==> config.mk <==
export PLATFORM = sky130hd
export DESIGN_NAME = line_merge_engine
export DESIGN_NICKNAME = d
export VERILOG_FILES = /design/src/rtl/line_merge_pkg.sv /design/src/rtl/line_merge_buf.sv /design/src/rtl/line_merge_seq.sv /design/src/rtl/line_merge_mix.sv /design/src/rtl/line_merge_engine.sv
export SDC_FILE = /design/constraint.sdc
export NUM_CORES = 1
export LEC_CHECK = 0
export BUFFER_PORTS_ARGS = -buffer_cell sky130_fd_sc_hd__buf_2
export CAP_MARGIN = 10
export CORE_AREA = 2 2 260 262
export CTS_CLUSTER_SIZE = 8
export DETAILED_ROUTE_END_ITERATION = 8
export DIE_AREA = 0 0 262 264
export PLACE_DENSITY = 0.65
export SYNTH_ARGS = -nofsm -noshare
export SYNTH_HDL_FRONTEND = slang
export SYNTH_HIERARCHICAL = 1
export SYNTH_SLANG_ARGS = --single-unit
==> constraint.sdc <==
create_clock -name clk -period 11.05 [get_ports clk]
set_input_delay 0.5525 -clock clk [delete_from_list [all_inputs] [get_ports clk]]
set_output_delay 0.5525 -clock clk [all_outputs]
set_load 0.05 [all_outputs]
==> src/rtl/line_merge_pkg.sv <==
package line_merge_pkg;

    localparam int BYTE_W = 8;

    typedef enum logic [1:0] {
        ST_IDLE,
        ST_READ,
        ST_WRITE,
        ST_FIN
    } seq_state_e;

    typedef struct packed {
        logic en;
        logic we;
    } arr_cmd_t;

    function automatic int larger(input int a, input int b);
        return (a > b) ? a : b;
    endfunction

endpackage

==> src/rtl/line_merge_buf.sv <==
module line_merge_buf
    import line_merge_pkg::*;
#(
    parameter int WORDS  = 16,
    parameter int DATA_W = 32,
    parameter int SET_W  = 6,
    parameter int WAY_W  = 2,
    localparam int BE_W  = DATA_W / BYTE_W,
    localparam int IDX_W = $clog2(WORDS)
) (
    input  logic                    clk,
    input  logic                    rst,
    input  logic                    load_i,
    input  logic                    skip_i,
    input  logic [SET_W-1:0]        set_i,
    input  logic [WAY_W-1:0]        way_i,
    input  logic [WORDS*DATA_W-1:0] data_i,
    input  logic [WORDS*BE_W-1:0]   be_i,
    input  logic [IDX_W-1:0]        sel_i,
    output logic [SET_W-1:0]        set_q_o,
    output logic [WAY_W-1:0]        way_q_o,
    output logic                    skip_q_o,
    output logic [WORDS-1:0]        live_in_o,
    output logic [WORDS-1:0]        live_q_o,
    output logic [DATA_W-1:0]       sel_data_o,
    output logic [BE_W-1:0]         sel_be_o
);

    logic [DATA_W-1:0] data_q [WORDS];
    logic [BE_W-1:0]   be_q   [WORDS];
    logic [SET_W-1:0]  set_q;
    logic [WAY_W-1:0]  way_q;
    logic              skip_q;
    logic [WORDS-1:0]  live_q;

    // a word is visited in the full walk, or when its mask is non-zero
    for (genvar w = 0; w < WORDS; w++) begin : g_live
        assign live_in_o[w] = !skip_i || (be_i[w*BE_W +: BE_W] != '0);
    end

    always_ff @(posedge clk) begin
        if (rst) begin
            set_q  <= '0;
            way_q  <= '0;
            skip_q <= 1'b0;
            live_q <= '0;
            for (int w = 0; w < WORDS; w++) begin
                data_q[w] <= '0;
                be_q[w]   <= '0;
            end
        end else if (load_i) begin
            set_q  <= set_i;
            way_q  <= way_i;
            skip_q <= skip_i;
            live_q <= live_in_o;
            for (int w = 0; w < WORDS; w++) begin
                data_q[w] <= data_i[w*DATA_W +: DATA_W];
                be_q[w]   <= be_i[w*BE_W +: BE_W];
            end
        end
    end

    assign set_q_o    = set_q;
    assign way_q_o    = way_q;
    assign skip_q_o   = skip_q;
    assign live_q_o   = live_q;
    assign sel_data_o = data_q[sel_i];
    assign sel_be_o   = be_q[sel_i];

endmodule

==> src/rtl/line_merge_seq.sv <==
module line_merge_seq
    import line_merge_pkg::*;
#(
    parameter int WORDS  = 16,
    localparam int IDX_W = $clog2(WORDS)
) (
    input  logic             clk,
    input  logic             rst,
    input  logic             start_i,
    input  logic [WORDS-1:0] live_in_i,
    input  logic [WORDS-1:0] live_q_i,
    output logic             load_o,
    output logic             busy_o,
    output arr_cmd_t         cmd_o,
    output logic [IDX_W-1:0] idx_o,
    output logic             done_o
);

    seq_state_e       state_q;
    logic [IDX_W-1:0] idx_q;
    logic [IDX_W:0]   first_s;
    logic [IDX_W:0]   after_s;

    // lowest marked word at or above 'from'; top bit flags a hit
    function automatic logic [IDX_W:0] seek(input logic [WORDS-1:0] live, input int from);
        logic [IDX_W:0] r;
        r = '0;
        for (int w = WORDS - 1; w >= 0; w--) begin
            if (live[w] && (w >= from)) r = {1'b1, IDX_W'(w)};
        end
        return r;
    endfunction

    always_comb begin
        first_s = seek(live_in_i, 0);
        after_s = seek(live_q_i, int'(idx_q) + 1);
    end

    assign load_o = start_i && (state_q == ST_IDLE);

    always_ff @(posedge clk) begin
        if (rst) begin
            state_q <= ST_IDLE;
            idx_q   <= '0;
        end else begin
            unique case (state_q)
                ST_IDLE: begin
                    if (start_i) begin
                        if (first_s[IDX_W]) begin
                            state_q <= ST_READ;
                            idx_q   <= first_s[IDX_W-1:0];
                        end else begin
                            state_q <= ST_FIN;
                        end
                    end
                end
                ST_READ: state_q <= ST_WRITE;
                ST_WRITE: begin
                    if (after_s[IDX_W]) begin
                        state_q <= ST_READ;
                        idx_q   <= after_s[IDX_W-1:0];
                    end else begin
                        state_q <= ST_FIN;
                    end
                end
                ST_FIN:  state_q <= ST_IDLE;
                default: state_q <= ST_IDLE;
            endcase
        end
    end

    assign cmd_o.en = (state_q == ST_READ) || (state_q == ST_WRITE);
    assign cmd_o.we = (state_q == ST_WRITE);
    assign idx_o    = idx_q;
    assign done_o   = (state_q == ST_FIN);
    assign busy_o   = (state_q != ST_IDLE);

    // a read is always followed by the write of the same word
    a_r2_write_after_read: assert property (@(posedge clk) disable iff (rst)
        (cmd_o.en && !cmd_o.we) |=> (cmd_o.en && cmd_o.we && $stable(idx_o)));

    // done lasts a single cycle
    a_r4_done_once: assert property (@(posedge clk) disable iff (rst)
        done_o |=> !done_o);

endmodule

==> src/rtl/line_merge_mix.sv <==
module line_merge_mix
    import line_merge_pkg::*;
#(
    parameter int DATA_W = 32,
    localparam int BE_W  = DATA_W / BYTE_W
) (
    input  logic [DATA_W-1:0] old_i,
    input  logic [DATA_W-1:0] new_i,
    input  logic [BE_W-1:0]   be_i,
    output logic [DATA_W-1:0] mix_o
);

    for (genvar b = 0; b < BE_W; b++) begin : g_byte
        assign mix_o[b*BYTE_W +: BYTE_W] = be_i[b] ? new_i[b*BYTE_W +: BYTE_W]
                                                   : old_i[b*BYTE_W +: BYTE_W];
    end

endmodule

==> src/rtl/line_merge_engine.sv <==
module line_merge_engine
    import line_merge_pkg::*;
#(
    parameter int DATA_W   = 32,
    parameter int IC_WORDS = 8,
    parameter int DC_WORDS = 16,
    parameter int SETS     = 64,
    parameter int WAYS     = 4,
    localparam int WORDS   = larger(IC_WORDS, DC_WORDS),
    localparam int BE_W    = DATA_W / BYTE_W,
    localparam int IDX_W   = $clog2(WORDS),
    localparam int SET_W   = $clog2(SETS),
    localparam int WAY_W   = $clog2(WAYS)
) (
    input  logic                    clk,
    input  logic                    rst,
    input  logic                    start_i,
    input  logic                    skip_i,
    input  logic [SET_W-1:0]        set_i,
    input  logic [WAY_W-1:0]        way_i,
    input  logic [WORDS*DATA_W-1:0] upd_data_i,
    input  logic [WORDS*BE_W-1:0]   upd_be_i,
    output logic                    arr_en_o,
    output logic                    arr_we_o,
    output logic [SET_W-1:0]        arr_set_o,
    output logic [WAY_W-1:0]        arr_way_o,
    output logic [IDX_W-1:0]        arr_word_o,
    output logic [DATA_W-1:0]       arr_wdata_o,
    input  logic [DATA_W-1:0]       arr_rdata_i,
    output logic                    done_o
);

    logic             load;
    logic             busy;
    arr_cmd_t         cmd;
    logic [IDX_W-1:0] idx;
    logic [WORDS-1:0] live_in;
    logic [WORDS-1:0] live_q;
    logic [SET_W-1:0] set_q;
    logic [WAY_W-1:0] way_q;
    logic             skip_q;
    logic [DATA_W-1:0] sel_data;
    logic [BE_W-1:0]   sel_be;

    line_merge_buf #(
        .WORDS (WORDS),
        .DATA_W(DATA_W),
        .SET_W (SET_W),
        .WAY_W (WAY_W)
    ) u_buf (
        .clk       (clk),
        .rst       (rst),
        .load_i    (load),
        .skip_i    (skip_i),
        .set_i     (set_i),
        .way_i     (way_i),
        .data_i    (upd_data_i),
        .be_i      (upd_be_i),
        .sel_i     (idx),
        .set_q_o   (set_q),
        .way_q_o   (way_q),
        .skip_q_o  (skip_q),
        .live_in_o (live_in),
        .live_q_o  (live_q),
        .sel_data_o(sel_data),
        .sel_be_o  (sel_be)
    );

    line_merge_seq #(
        .WORDS(WORDS)
    ) u_seq (
        .clk      (clk),
        .rst      (rst),
        .start_i  (start_i),
        .live_in_i(live_in),
        .live_q_i (live_q),
        .load_o   (load),
        .busy_o   (busy),
        .cmd_o    (cmd),
        .idx_o    (idx),
        .done_o   (done_o)
    );

    line_merge_mix #(
        .DATA_W(DATA_W)
    ) u_mix (
        .old_i(arr_rdata_i),
        .new_i(sel_data),
        .be_i (sel_be),
        .mix_o(arr_wdata_o)
    );

    assign arr_en_o   = cmd.en;
    assign arr_we_o   = cmd.we;
    assign arr_set_o  = set_q;
    assign arr_way_o  = way_q;
    assign arr_word_o = idx;

    // the sparse walk never touches a word with an empty mask
    a_r3_skip_live: assert property (@(posedge clk) disable iff (rst)
        (arr_en_o && skip_q) |-> (sel_be != '0));

    // a start seen while busy leaves the captured target alone
    a_r6_hold_target: assert property (@(posedge clk) disable iff (rst)
        (start_i && busy) |=> ($stable(arr_set_o) && $stable(arr_way_o)));

    // the done cycle carries no array access
    a_r5_done_quiet: assert property (@(posedge clk) disable iff (rst)
        done_o |-> !arr_en_o);

endmodule

==> flow_metrics.py, run 1 <==
metrics = {
    "global_route": {
        "globalRoute.totalOverflow": 0,
        "grt_pass1_vias": 19200,
        "grt_first_pass_wirelength_um": 126000,
        "antenna_found_initial": 48,
        "grt_start_max_net_pins": 274,
        "grt.total_usage_pct": 25.6,
    },
    "pwr": {
        "p_comb_share_pct": 22.2,
        "p_per_area_nw_per_um2": 200,
        "leakage_nw": 13.7,
        "internal_power_mw": 4.92,
        "ir_drop_mv": 0.126,
        "seq_power_share_pct": 43.0,
        "p_sw_share_pct": 28.9,
        "clockPowerShare_pct": 34.8,
        "netSwitchingPower_mw": 2.00,
    },
    "sta": {
        "hold_viol": 0,
        "max_freq_mhz": 181,
        "skew_ns": 0.0214,
        "relSlewSlack_pct": 22.6,
        "slew_violations": 0,
        "setup_ws_ns": 5.51,
        "fin_crit_sh_pct": 50.1,
        "setup-violations-final": 0,
        "worstMarginPinSlew_ns": 1.16,
        "min_period_ns": 5.54,
        "final.setup.tns_ns": 0,
        "rsz0062_at_grt": "false",
    },
    "job": {
        "drv_cap": 0,
    },
    "clock_network": {
        "clock_path_buffers": 3,
        "cts-resized-gates": 0,
        "cts.sinks": 606,
        "ctsHoldBuffers": 0,
        "cts_max_level": 3,
        "clock-root-buffer": "clkbuf_16",
        "cts.clk_slew.worst_paths_ns": 0.06,
        "cts_setup_buffers": 0,
        "cts_tree": "yes",
        "clkLatencyLatePin_ns": 0.63,
        "cts_buffers": 86,
    },
    "min_path": {
        "min_path_type": "in2reg",
        "hold_depth": 3,
        "hold_start": "way_i[1]",
    },
    "placement": {
        "dp.cells": 3273,
        "pre_cts_slack_ns": 6.00,
        "port_buffers": 666,
        "gp_congestion": 0.915,
        "dp_hpwl_um": 65100,
    },
    "final_layout": {
        "layoutNonFillerInstCount": 3425,
        "n_fill_cell": 5676,
        "drive_gt1_share_pct": 38.6,
        "finish.net_count": 3116,
        "syn_to_final_growth_pct": 23.3,
    },
    "routing": {
        "wl_um": 90500,
        "post_drt_via_cell_ratio": 5.41,
        "vias": 18500,
        "antenna_left": 0,
        "dr.pass1.iters": 5,
        "drtIter0Drc": 1813,
        "wl_per_cell_um": 26.4,
        "drc": 0,
    },
    "worst_setup_path": {
        "r2r_cells": 10,
        "crit_path_start_kind": "flop",
        "path_class": "reg2out",
        "crit_fanout": 55,
        "critPathCaptureType": "output pin",
        "crit_path_start": "u_seq/idx_o[1]",
        "reg2reg_from": "u_seq/idx_o[1]",
        "required_ns": 10.50,
        "cp.arrival_ns": 4.99,
    },
    "yosys": {
        "synth_area_um2": 28000,
        "syn_nets": 2477,
        "syn_inst": 1849,
        "avgSynthCellArea_um2": 15.2,
        "ys.warnings.count": 6,
    },
    "floorplanning": {
        "die_area_um2": 69200,
        "die_x_um": 262,
        "initial_core_util_pct": 42.1,
        "rows": 95,
        "core_area_um2": 66600,
        "fp.dieH_um": 264,
        "pin_count": 667,
    },
    "outcome": {
        "outcome": "finished clean",
    },
}
power groups by stage:
stage	sequential [mW]	clock, mW	combinational, mW
final	2.97	2.41	1.54
after global routing	3.00	2.55	1.63
after CTS	2.97	2.45	1.55
after detailed placement	3.02	0	1.55
after global placement	3.00	0	1.54
after floorplan	3.02	0	1.07
placed cells by master, fill, tap and decap left out, drive strengths merged, types with 2 or more instances in the layout:
| master | instances |
|---|---|
| and2 | 366 |
| a211oi | 8 |
| o21a | 2 |
| mux2i | 9 |
| dfxtp | 30 |
| buf | 684 |
| o211ai | 3 |
| nor3 | 9 |
| a21oi | 9 |
| inv | 17 |
| o21ai | 19 |
| edfxtp | 576 |
| a311oi | 16 |
| mux4 | 144 |
| nor2 | 44 |
| diode | 39 |
| a21o | 5 |
| nand2b | 2 |
| or3 | 2 |
| mux2 | 32 |
| a21boi | 2 |
| o311a | 2 |
| nor4 | 21 |
| ha | 8 |
| clkbuf | 109 |
| o31ai | 5 |
| nand3 | 3 |
| nor2b | 220 |
| a22oi | 72 |
| nand2 | 70 |
sequential cells by signal, summed over array words and instances (netlist names):
signal and count:
u_seq/idx_o 4, u_buf/be_q 64, u_buf/live_q_o 16, u_buf/way_q_o 2
u_buf/data_q 512, u_seq/state_q 2, u_buf/set_q_o 6
stage by stage:
step	utilization [%]	hold slack [ns]	total power, mW	cell area [um^2]
floorplan	-	0.458	4.09	28000
finish	51.9	0.166	6.91	34600
global placement	48.2	0.471	4.54	32100
CTS	51.8	0.132	6.98	34500
global route	51.9	0.168	7.18	34500
detailed placement	48.2	0.484	4.56	32100
cell type report:
type                            instances  area, um^2  area share (%)
Sequential cell                       606       17900            51.8
Multi-Input combinational cell       1096        9510            27.5
Timing Repair Buffer                  685        3520            10.2
Clock buffer                          108        2310            6.68
Tap cell                              873        1090            3.16
Antenna cell                           39        97.6           0.282
Clock inverter                          5        87.6           0.253
Inverter                               13        48.8           0.141
routing by layer:
| metal | GRT usage, % | part of all wire, % |
|---|---|---|
| met1 | 30.4 | 36 |
| met2 | 43.5 | 51 |
| met3 | 6.71 | 8.7 |
| met4 | 11.7 | 4.4 |
| met5 | 0 | 0.18 |
path summary, 6_finish.rpt:
path                                            to  slack (ns)
worst max-delay path               arr_wdata_o[29]        5.51
worst max register to register      u_seq/idx_o[0]        6.60
worst min-delay path              u_buf/way_q_o[1]        0.17
worst min register to register  u_buf/live_q_o[13]        0.50
critical path: stages (launching register included):
cell and delay (ns):
dfxtp_4 0.88, buf_4 0.75, buf_4 0.82, mux4_2 0.41
a22oi_1 0.59, nand2_1 0.23, mux2_4 0.32, buf_2 0.21
No activity file was read; power rests on OpenSTA's default activity.
==> run 2: changes to the inputs <==
--- a/config.mk
+++ b/config.mk
@@ -5,13 +5,14 @@
 export SDC_FILE = /design/constraint.sdc
 export NUM_CORES = 1
 export LEC_CHECK = 0
+export ABC_AREA = 1
 export BUFFER_PORTS_ARGS = -buffer_cell sky130_fd_sc_hd__buf_2
 export CAP_MARGIN = 10
-export CORE_AREA = 2 2 260 262
+export CORE_AREA = 2 2 263 265
 export CTS_CLUSTER_SIZE = 8
 export DETAILED_ROUTE_END_ITERATION = 8
-export DIE_AREA = 0 0 262 264
-export PLACE_DENSITY = 0.65
+export DIE_AREA = 0 0 265 267
+export PLACE_DENSITY = 0.7
 export SYNTH_ARGS = -nofsm -noshare
 export SYNTH_HDL_FRONTEND = slang
 export SYNTH_HIERARCHICAL = 1
==> constraint.sdc (replaced) <==
create_clock -name clk -period 5.7 [get_ports clk]
set_input_delay 0.285 -clock clk [delete_from_list [all_inputs] [get_ports clk]]
set_output_delay 0.285 -clock clk [all_outputs]
set_load 0.05 [all_outputs]
==> run 2 against run 1 <==
Against the previous run: sequential cell count unchanged; power increased by 120%; sequential power increased by 96%; register-to-register slack got worse by 4.4 ns; cell area increased by 23%; clock skew decreased by 0.0052 ns; first-iteration DRC count increased by 100%; global-route usage increased by 6.7 points; combinational power increased to 3.1 times the previous value; cell count increased by 73%; die area increased by 2.3%; highest routed layer unchanged.
==> flow_metrics.py, run 2 <==
metrics = {
    "outcome": {
        "outcome": "finished clean",
    },
    "routing": {
        "drtIter0Drc": 3664,
        "dr.pass1.iters": 6,
        "wl_met3_um": 11100,
        "vias": 30300,
        "drc": 0,
        "post_drt_via_cell_ratio": 5.11,
        "antenna_left": 0,
        "drt-met1-wl_um": 43600,
        "wl_um": 117000,
        "wl_met2_um": 54200,
        "highest_layer": "met5",
        "wl_per_cell_um": 19.8,
    },
    "final_layout": {
        "drive_gt1_share_pct": 16.1,
        "finish.net_count": 5646,
        "largest_register_ff_count": 512,
        "syn_to_final_growth_pct": 34.5,
        "multiInputGateArea_um2": 8730,
        "finalCoreUtilization_pct": 62.5,
        "top_register": "u_buf/data_q",
        "n_fill_cell": 5455,
        "layout_commonest_cell": "inv_1",
        "regArea_um2": 17900,
        "layout_common_cells": "inv_1 (1041), nand2_1 (948), buf_2 (665), nor2_1 (597), edfxtp_1 (576)",
    },
    "global_route": {
        "grt_start_max_net_pins": 217,
        "antenna_found_initial": 10,
        "grt_pass1_vias": 29500,
        "grt.total_usage_pct": 32.3,
        "grt_first_pass_wirelength_um": 171000,
        "globalRoute.totalOverflow": 0,
    },
    "worst_setup_path": {
        "crit_path_max_incr_delay_ns": 0.82,
        "r2r_cells": 16,
        "r2r_end": "u_seq/idx_o[0]",
        "critPathTopFamily": "buffers and inverters",
        "reg2reg_from": "u_seq/idx_o[2]",
        "required_ns": 5.41,
        "path_buf_inv": 4,
        "timing.critical_path.mode_cell": "nand2_1",
        "critPathCaptureType": "output pin",
        "crit_path_start_kind": "flop",
        "cp.arrival_ns": 4.27,
        "crit_path_start": "u_seq/idx_o[0]",
        "cp_slowest_cell": "buf_4",
        "path_class": "reg2out",
        "path_cells": "buf_4 -> buf_4 -> nand2_1 -> nand2_1 -> nand2_1 -> nand3_1 -> nand3_1 -> nand2_1 -> inv_2 -> nand2_1 -> nand2_1 -> buf_2",
        "crit_fanout": 80,
        "ff2ff_setup_slack_ns": 2.19,
    },
    "sta": {
        "worstMarginPinSlew_ns": 1.12,
        "skew_ns": 0.0162,
        "hold_viol": 0,
        "min_period_ns": 4.56,
        "fin_crit_sh_pct": 80.0,
        "setup-violations-final": 0,
        "slew_violations": 0,
        "relSlewSlack_pct": 25.5,
        "rsz0062_at_grt": "false",
        "max_freq_mhz": 219,
        "final.setup.tns_ns": 0,
    },
    "yosys": {
        "synth_area_um2": 31600,
        "syn_inst": 3952,
        "ys.warnings.count": 6,
        "syn_nets": 4580,
        "avgSynthCellArea_um2": 7.99,
    },
    "pwr": {
        "ir_drop_mv": 0.229,
        "p_per_area_nw_per_um2": 358,
        "leakage_nw": 22.0,
    },
    "clock_network": {
        "cts_max_level": 3,
        "cts_setup_buffers": 0,
        "cts_tree": "yes",
        "cts.sinks": 606,
        "ctsHoldBuffers": 479,
        "clock-root-buffer": "clkbuf_16",
        "cts.clk_slew.worst_paths_ns": 0.05,
        "cts_buffers": 86,
        "clock_path_buffers": 3,
        "cts-resized-gates": 0,
        "clkLatencyLatePin_ns": 0.62,
    },
    "floorplanning": {
        "die_area_um2": 70800,
        "initial_core_util_pct": 46.4,
        "core_area_um2": 68000,
        "fp.dieH_um": 267,
        "pin_count": 667,
        "rows": 96,
        "die_x_um": 265,
    },
    "placement": {
        "port_buffers": 666,
        "dp_hpwl_um": 71800,
        "gp_congestion": 0.916,
    },
    "min_path": {
        "min_path_type": "in2reg",
        "hold_start": "upd_data_i[407]",
        "holdPathEnd": "u_buf/data_q[12][23]",
        "hold_depth": 3,
    },
    "job": {
        "drv_cap": 0,
    },
}
## run 2: how the worst max path moves through the flow
stage                       endpoint  depth (start not counted)
finish               arr_wdata_o[16]                         12
global route         arr_wdata_o[16]                         12
CTS                  arr_wdata_o[16]                         12
detailed placement   arr_wdata_o[16]                         12
global placement     arr_wdata_o[16]                         12
floorplan           u_buf/be_q[0][0]                          7
## run 2: worst register-to-register path, stage by stage, from the launching register on
cell and delay, ns:
dfxtp_4 0.74, buf_4 0.64, nand2_1 0.16, nand2_1 0.18, nand2_1 0.10, nor2_2 0.20, nand2_1 0.09, nand3_1 0.09
nand2_1 0.07, nand2_1 0.11, inv_1 0.06, nand4_2 0.08, nor2_2 0.08, nor3b_4 0.35, inv_1 0.11, a21oi_1 0.24
a21oi_1 0.11
## run 2: power breakdown
| part | switching (mW) | internal [mW] | total (mW) |
|---|---|---|---|
| Clock | 1.87 | 2.74 | 4.61 |
| Combinational | 3.47 | 1.34 | 4.81 |
| Sequential | 0.243 | 5.57 | 5.81 |
| Total | 5.58 | 9.65 | 15.2 |
## run 2: per-stage QoR
stage,total power [mW],hold slack [ns],setup slack (ns),area [um^2],cells
5_1_grt,15.9,0.00791,0.976,42500,5926
4_1_cts,15.1,0.000414,1.17,42500,5921
3_5_place_dp,10.3,0.463,1.86,35300,5333
6_report,15.2,0.0237,1.14,42500,5931
3_3_place_gp,10.3,0.457,1.83,35300,5333
2_1_floorplan,8.81,0.363,0.315,31600,3952
## run 2: layout make-up
type / count / area share [%]
repair buffers: 1169 / 19.7
well taps: 882 / 2.60
clock buffers: 102 / 5.28
flip-flops and latches: 606 / 42.2
inverters: 1054 / 9.38
diodes: 10 / 0.0589
clock inverters: 7 / 0.233
multi-input cells: 2101 / 20.5
## run 2: layer usage
metal  vias up  track usage (%)
met5         -                0
met2      1951             51.4
met3       429             5.93
li1      14000                -
met1     13900             40.1
met4         8             22.1
